<file path="src/rtl/tx_chr_pkg.sv">
package tx_chr_pkg;

  // Low periods of a break character; one high period follows.
  localparam int unsigned BRK_LOW_BITS = 13;

  typedef enum logic [1:0] {
    FR_IDLE  = 2'd0,
    FR_CHAR  = 2'd1,
    FR_BREAK = 2'd2
  } frame_kind_e;

  // Number of bit periods in a frame.
  function automatic int unsigned frame_len(input logic is_brk, input logic wide,
                                            input int unsigned data_w);
    if (is_brk) return BRK_LOW_BITS + 1;
    return data_w + 2 + (wide ? 1 : 0);
  endfunction

endpackage

</file>
<file path="src/rtl/tx_hold_buf.sv">
module tx_hold_buf #(
  parameter int unsigned DATA_W = 8
) (
  input  logic              clk,
  input  logic              rst_n,
  input  logic              enable,
  input  logic              wr_stb,
  input  logic [DATA_W-1:0] wr_data,
  input  logic              wr_wide,
  input  logic              wr_ninth,
  input  logic              take,
  output logic              full,
  output logic [DATA_W-1:0] data_q,
  output logic              wide_q,
  output logic              ninth_q,
  output logic              accept
);

  logic full_q;

  // A write is taken when the slot is free or is being emptied this cycle.
  assign accept = enable & wr_stb & (~full_q | take);
  assign full   = full_q;

  always_ff @(posedge clk) begin
    if (!rst_n) begin
      full_q  <= 1'b0;
      data_q  <= '0;
      wide_q  <= 1'b0;
      ninth_q <= 1'b0;
    end else if (!enable) begin
      full_q <= 1'b0;
    end else if (accept) begin
      full_q  <= 1'b1;
      data_q  <= wr_data;
      wide_q  <= wr_wide;
      ninth_q <= wr_ninth;
    end else if (take) begin
      full_q <= 1'b0;
    end
  end

  AST_FULL_DROPS_WRITE: assert property (@(posedge clk) disable iff (!rst_n)
    enable && full_q && wr_stb && !take |=> $stable(data_q));
  AST_TAKE_FREES_SLOT: assert property (@(posedge clk) disable iff (!rst_n)
    take && !accept |=> !full_q);
  AST_RACE_REFILLS: assert property (@(posedge clk) disable iff (!rst_n)
    take && accept |=> full_q);

endmodule

</file>
<file path="src/rtl/tx_brk_ctl.sv">
module tx_brk_ctl (
  input  logic clk,
  input  logic rst_n,
  input  logic enable,
  input  logic brk_set,
  input  logic brk_done,
  output logic pending
);

  logic pending_q;
  logic set_now;

  assign set_now = enable & brk_set;
  assign pending = pending_q;

  always_ff @(posedge clk) begin
    if (!rst_n)        pending_q <= 1'b0;
    else if (!enable)  pending_q <= 1'b0;
    else if (set_now)  pending_q <= 1'b1;
    else if (brk_done) pending_q <= 1'b0;
  end

  AST_PENDING_CLEARS: assert property (@(posedge clk) disable iff (!rst_n)
    brk_done && !set_now |=> !pending_q);
  AST_SET_TAKES: assert property (@(posedge clk) disable iff (!rst_n)
    set_now |=> pending_q);

endmodule

</file>
<file path="src/rtl/tx_shift_core.sv">
module tx_shift_core
  import tx_chr_pkg::*;
#(
  parameter int unsigned DATA_W = 8
) (
  input  logic              clk,
  input  logic              rst_n,
  input  logic              enable,
  input  logic              bit_tick,
  input  logic              hold_full,
  input  logic [DATA_W-1:0] hold_data,
  input  logic              hold_wide,
  input  logic              hold_ninth,
  input  logic              brk_pending,
  output logic              take_hold,
  output logic              brk_done,
  output logic              busy,
  output logic              tx_line
);

  localparam int unsigned CHAR_MAX = DATA_W + 3;
  localparam int unsigned BRK_LEN  = BRK_LOW_BITS + 1;
  localparam int unsigned SR_W     = (CHAR_MAX > BRK_LEN) ? CHAR_MAX : BRK_LEN;
  localparam int unsigned CNT_W    = $clog2(SR_W + 1);

  function automatic logic [SR_W-1:0] pack_char(input logic [DATA_W-1:0] d,
                                                input logic wide, input logic ninth);
    logic [SR_W-1:0] f;
    f            = '1;
    f[0]         = 1'b0;
    f[DATA_W:1]  = d;
    if (wide) f[DATA_W+1] = ninth;
    return f;
  endfunction

  function automatic logic [SR_W-1:0] pack_break();
    logic [SR_W-1:0] f;
    f                   = '1;
    f[BRK_LOW_BITS-1:0] = '0;
    return f;
  endfunction

  frame_kind_e      kind_q;
  logic [SR_W-1:0]  sr_q;
  logic [CNT_W-1:0] cnt_q;
  logic             last_tick;
  logic             slot;
  logic             start_brk;

  assign busy      = (kind_q != FR_IDLE);
  assign last_tick = busy & bit_tick & (cnt_q == CNT_W'(1));
  assign brk_done  = last_tick & (kind_q == FR_BREAK);
  assign slot      = enable & (~busy | last_tick);
  assign start_brk = slot & brk_pending & ~brk_done;
  assign take_hold = slot & hold_full & ~start_brk;
  assign tx_line   = sr_q[0];

  always_ff @(posedge clk) begin
    if (!rst_n || !enable) begin
      kind_q <= FR_IDLE;
      sr_q   <= '1;
      cnt_q  <= '0;
    end else if (start_brk) begin
      kind_q <= FR_BREAK;
      sr_q   <= pack_break();
      cnt_q  <= CNT_W'(frame_len(1'b1, 1'b0, DATA_W));
    end else if (take_hold) begin
      kind_q <= FR_CHAR;
      sr_q   <= pack_char(hold_data, hold_wide, hold_ninth);
      cnt_q  <= CNT_W'(frame_len(1'b0, hold_wide, DATA_W));
    end else if (last_tick) begin
      kind_q <= FR_IDLE;
      sr_q   <= '1;
      cnt_q  <= '0;
    end else if (busy && bit_tick) begin
      sr_q  <= {1'b1, sr_q[SR_W-1:1]};
      cnt_q <= cnt_q - CNT_W'(1);
    end
  end

  AST_IDLE_HIGH: assert property (@(posedge clk) disable iff (!rst_n)
    !busy |-> tx_line);
  AST_LINE_STEADY: assert property (@(posedge clk) disable iff (!rst_n)
    enable && busy && !bit_tick |=> $stable(tx_line));
  AST_BRK_FIRST: assert property (@(posedge clk) disable iff (!rst_n)
    enable && !busy && brk_pending |=> kind_q == FR_BREAK);
  AST_NO_GAP: assert property (@(posedge clk) disable iff (!rst_n)
    enable && last_tick && hold_full |=> busy);

endmodule

</file>
<file path="src/rtl/async_char_tx.sv">
module async_char_tx #(
  parameter int unsigned DATA_W = 8
) (
  input  logic              clk,
  input  logic              rst_n,
  input  logic              tx_enable,
  input  logic              wide_mode,
  input  logic              ninth_bit,
  input  logic              wr_strobe,
  input  logic [DATA_W-1:0] wr_data,
  input  logic              brk_set,
  input  logic              bit_tick,
  input  logic              irq_enable,
  output logic              tx_line,
  output logic              hold_empty,
  output logic              shift_empty,
  output logic              brk_pending,
  output logic              irq
);

  logic              take_hold;
  logic              brk_done;
  logic              hold_full;
  logic [DATA_W-1:0] hold_data;
  logic              hold_wide;
  logic              hold_ninth;
  logic              wr_accept;
  logic              shift_busy;

  tx_hold_buf #(.DATA_W(DATA_W)) u_hold (
    .clk      (clk),
    .rst_n    (rst_n),
    .enable   (tx_enable),
    .wr_stb   (wr_strobe),
    .wr_data  (wr_data),
    .wr_wide  (wide_mode),
    .wr_ninth (ninth_bit),
    .take     (take_hold),
    .full     (hold_full),
    .data_q   (hold_data),
    .wide_q   (hold_wide),
    .ninth_q  (hold_ninth),
    .accept   (wr_accept)
  );

  tx_brk_ctl u_brk (
    .clk      (clk),
    .rst_n    (rst_n),
    .enable   (tx_enable),
    .brk_set  (brk_set),
    .brk_done (brk_done),
    .pending  (brk_pending)
  );

  tx_shift_core #(.DATA_W(DATA_W)) u_shift (
    .clk         (clk),
    .rst_n       (rst_n),
    .enable      (tx_enable),
    .bit_tick    (bit_tick),
    .hold_full   (hold_full),
    .hold_data   (hold_data),
    .hold_wide   (hold_wide),
    .hold_ninth  (hold_ninth),
    .brk_pending (brk_pending),
    .take_hold   (take_hold),
    .brk_done    (brk_done),
    .busy        (shift_busy),
    .tx_line     (tx_line)
  );

  assign hold_empty  = ~hold_full;
  assign shift_empty = ~shift_busy;
  assign irq         = hold_empty & irq_enable;

  AST_DISABLE_FLUSH: assert property (@(posedge clk) disable iff (!rst_n)
    !tx_enable |=> hold_empty && shift_empty && !brk_pending);
  AST_WRITE_FILLS: assert property (@(posedge clk) disable iff (!rst_n)
    wr_accept |=> !hold_empty);
  AST_IRQ_GATE: assert property (@(posedge clk) disable iff (!rst_n)
    irq |-> irq_enable);

endmodule

</file>
<file path="config.mk">
export PLATFORM = sky130hd
export DESIGN_NAME = async_char_tx
export DESIGN_NICKNAME = d
export VERILOG_FILES = /design/src/rtl/tx_chr_pkg.sv /design/src/rtl/tx_hold_buf.sv /design/src/rtl/tx_brk_ctl.sv /design/src/rtl/tx_shift_core.sv /design/src/rtl/async_char_tx.sv
export SDC_FILE = /design/constraint.sdc
export NUM_CORES = 1
export LEC_CHECK = 0
export BUFFER_PORTS_ARGS = -buffer_cell sky130_fd_sc_hd__buf_4
export CORE_MARGIN = 2
export CORE_UTILIZATION = 56
export DETAILED_ROUTE_END_ITERATION = 8
export GPL_ROUTABILITY_DRIVEN = 0
export PLACE_DENSITY = 0.78
export SETUP_SLACK_MARGIN = 0.05
export SYNTH_ARGS = -nofsm -noshare
export SYNTH_HDL_FRONTEND = slang
export SYNTH_SLANG_ARGS = --single-unit
</file>
<file path="constraint.sdc">
create_clock -name clk -period 2.05 [get_ports clk]
set_input_delay 0.3075 -clock clk [delete_from_list [all_inputs] [get_ports clk]]
set_output_delay 0.3075 -clock clk [all_outputs]
set_load 0.05 [all_outputs]
</file>
==> impl_metrics.env <==
export IMPL_grt_pass1_wl_mm=6.12
export IMPL_synth_area_leader_cell="dfxtp_1"
export IMPL_slew_viol_final=0
export IMPL_dieArea_um2=3280
export IMPL_clock_sinks=31
export IMPL_peakVddDrop_mv=0.483
export IMPL_setup_violations_final=0
export IMPL_synthArstFlopShare_pct=0
export IMPL_top_level_ports=22
export IMPL_reg2reg_depth=5
export IMPL_seq_area_frac_synth_pct=39.0
export IMPL_ctsLongestPathBuffers=2
export IMPL_ys_flop_type="dfxtp_1"
export IMPL_drt_iter0_drc=94
export IMPL_rsz0062_at_grt="no"
export IMPL_worst_pin_slew_ns=0.611
export IMPL_syn_to_final_growth_pct=12.9
export IMPL_finalHoldViolCount=0
export IMPL_worst_setup_path_start_kind="flop"
export IMPL_ys_types=49
export IMPL_grt_pass1_vias=1362
export IMPL_ant_nets=0
export IMPL_hold_class="in2reg"
export IMPL_htree_levels=2
export IMPL_syn_area_um2=1590
export IMPL_vias_per_cell=6.01
export IMPL_cp_max_fo=6
export IMPL_worstPathRequired_ns=2.27
export IMPL_clk_pin_slew_ns=0.10
export IMPL_power_density_nw_per_um2=635
export IMPL_nets=217
export IMPL_syn_avg_cell_area_um2=9.04
export IMPL_worstSetupEndpoint="u_shift.sr_q[3]"
export IMPL_drive_gt1_share_pct=24.1
export IMPL_grt_usage_pct=24.2
export IMPL_max_freq_ghz=0.548
export IMPL_tritoncts="done"
export IMPL_crit_start="u_shift.cnt_q[0]"
export IMPL_first_pass_iters=5
export IMPL_slew_headroom_pct=59.1
export IMPL_insertion_delay_ns=0.33
export IMPL_avgRoutedWirePerCell_um=15.3
export IMPL_cts_root_buf="clkbuf_4"
export IMPL_die_h_um=57.3
export IMPL_utilization_pct=65.7
export IMPL_status="complete, no violations"
export IMPL_fp_coreArea_um2=2730
export IMPL_initial_core_util_pct=58.2
export IMPL_arrival_ns=2.05
export IMPL_cp_end_kind="flop"
export IMPL_cts_hold_buf=0
export IMPL_overflow=0
export IMPL_dp_hpwl_mm=2.52
export IMPL_grt_max_degree=23
export IMPL_rr_endpoint="u_shift.sr_q[3]"
export IMPL_rows=19
export IMPL_vias=1383
export IMPL_ys_ff_latch=31
export IMPL_synth_most_common_cell="dfxtp_1"
export IMPL_syn_num_nets=195
export IMPL_yosys_top_cells_area="dfxtp_1, mux2i_1, nand2_1"
export IMPL_antenna_found_initial=0
export IMPL_period_needed_ns=1.83
export IMPL_skew_ns=0.0126
export IMPL_wl_mm=3.51
export IMPL_fin_tns_setup_ns=0
export IMPL_post_route_drc_count=0
export IMPL_synth_edff_count=0
export IMPL_netlist_area_leader_share_pct=39.0
export IMPL_criticalPathCategory="reg2reg"
export IMPL_drv_cap=0
export IMPL_rr_startpoint="u_shift.cnt_q[0]"
export IMPL_num_antenna_cells=0
export IMPL_yosysWarnings=0
export IMPL_fin_crit_sh_pct=89.1
export IMPL_synthCells=176
export IMPL_cts_buffers=5
export IMPL_ff2ff_setup_slack_ns=0.22
export IMPL_io_buffers=21
export IMPL_ys_top_cells_by_count="dfxtp_1, nand2_1, a21oi_1"
export IMPL_power_leakage_nw=0.698
export IMPL_die_w_um=57.3
[power by group]
group / total, mW / leakage, nW / switching (mW) / internal, mW
clock network: 0.346 / 0.0293 / 0.213 / 0.134
logic: 0.153 / 0.416 / 0.0850 / 0.0681
registers: 0.642 / 0.253 / 0.0182 / 0.624
[worst max-delay path, cell delays in order (launching register included)]
cell       delay, ns
dfxtp_1         0.41
ha_1            0.23
nand4bb_1       0.23
o21ai_1         0.36
a21oi_1         0.14
a221o_1         0.34
[registers in the layout (all words and copies together), names as in the netlist]
name / count
u_hold.ninth_q: 1
u_shift.kind_q: 2
u_hold.full: 1
u_hold.wide_q: 1
u_brk.pending: 1
u_shift.sr_q: 13
u_shift.cnt_q: 4
u_hold.data_q: 8
[what timing repair did]
action,4_1_cts,5_1_grt
setup endpoints to repair,0,4
gates resized for setup,0,2
setup buffers,0,0
[how the worst min path moves through the flow]
| stage | start | end | slack [ns] | cells past startpoint |
|---|---|---|---|---|
| 2_1_floorplan | brk_set | u_brk.pending | 0.42 | 2 |
| 6_report | brk_set | u_brk.pending | 0.18 | 3 |
| 3_5_place_dp | u_hold.ninth_q | u_hold.ninth_q | 0.45 | 2 |
| 5_1_grt | wr_data[3] | u_hold.data_q[3] | 0.20 | 3 |
| 3_3_place_gp | u_hold.data_q[7] | u_hold.data_q[7] | 0.45 | 2 |
| 4_1_cts | brk_set | u_brk.pending | 0.18 | 3 |
[routing by layer]
metal  track usage (%)  routed length, um
met5                 0                  0
met4              10.3                 45
met3              8.16                211
met2              37.6               1690
met1              30.8               1560
[area by class of cell]
type / count / area, um^2
clock buffer: 7 / 45.0
timing repair buffer: 23 / 173
tap: 31 / 38.8
clock inverter: 1 / 5.00
inverter: 7 / 26.3
fill: 221 / 937
multi-input combinational: 130 / 888
sequential: 31 / 621
[metrics by stage]
step	hold slack [ns]	instance area (um^2)	std cells	power (mW)	setup WS, ns
global placement	0.447	1730	222	0.801	0.291
detailed placement	0.453	1730	222	0.807	0.189
CTS	0.181	1780	230	1.14	0.166
floorplan	0.425	1590	176	0.762	0.241
global route	0.204	1800	230	1.20	0.0753
finish	0.180	1800	230	1.14	0.224
[placed cells by master, fill, tap and decap left out, types with 2 or more instances in the layout]
cell	count
o21ai_1	6
a211oi_1	4
inv_1	7
a221oi_1	2
a31oi_1	2
nand4bb_1	2
clkbuf_4	5
o21ai_0	4
clkbuf_1	2
nor2_1	7
ha_1	2
a211o_1	3
buf_4	23
o22ai_1	6
a21oi_1	15
dfxtp_1	31
and2_1	3
nor3_1	6
nand2b_1	2
mux2i_1	11
a221o_1	2
nand2_1	26
[cells by family after synthesis]
family,share of synthesized area [%]
mux,6.92
fa+ha+maj,1.57
flops,39.0
simple gates,20.3
compound gates,26.3
buf+inv,5.98
Note: power is estimated with default switching activity, not from simulation.
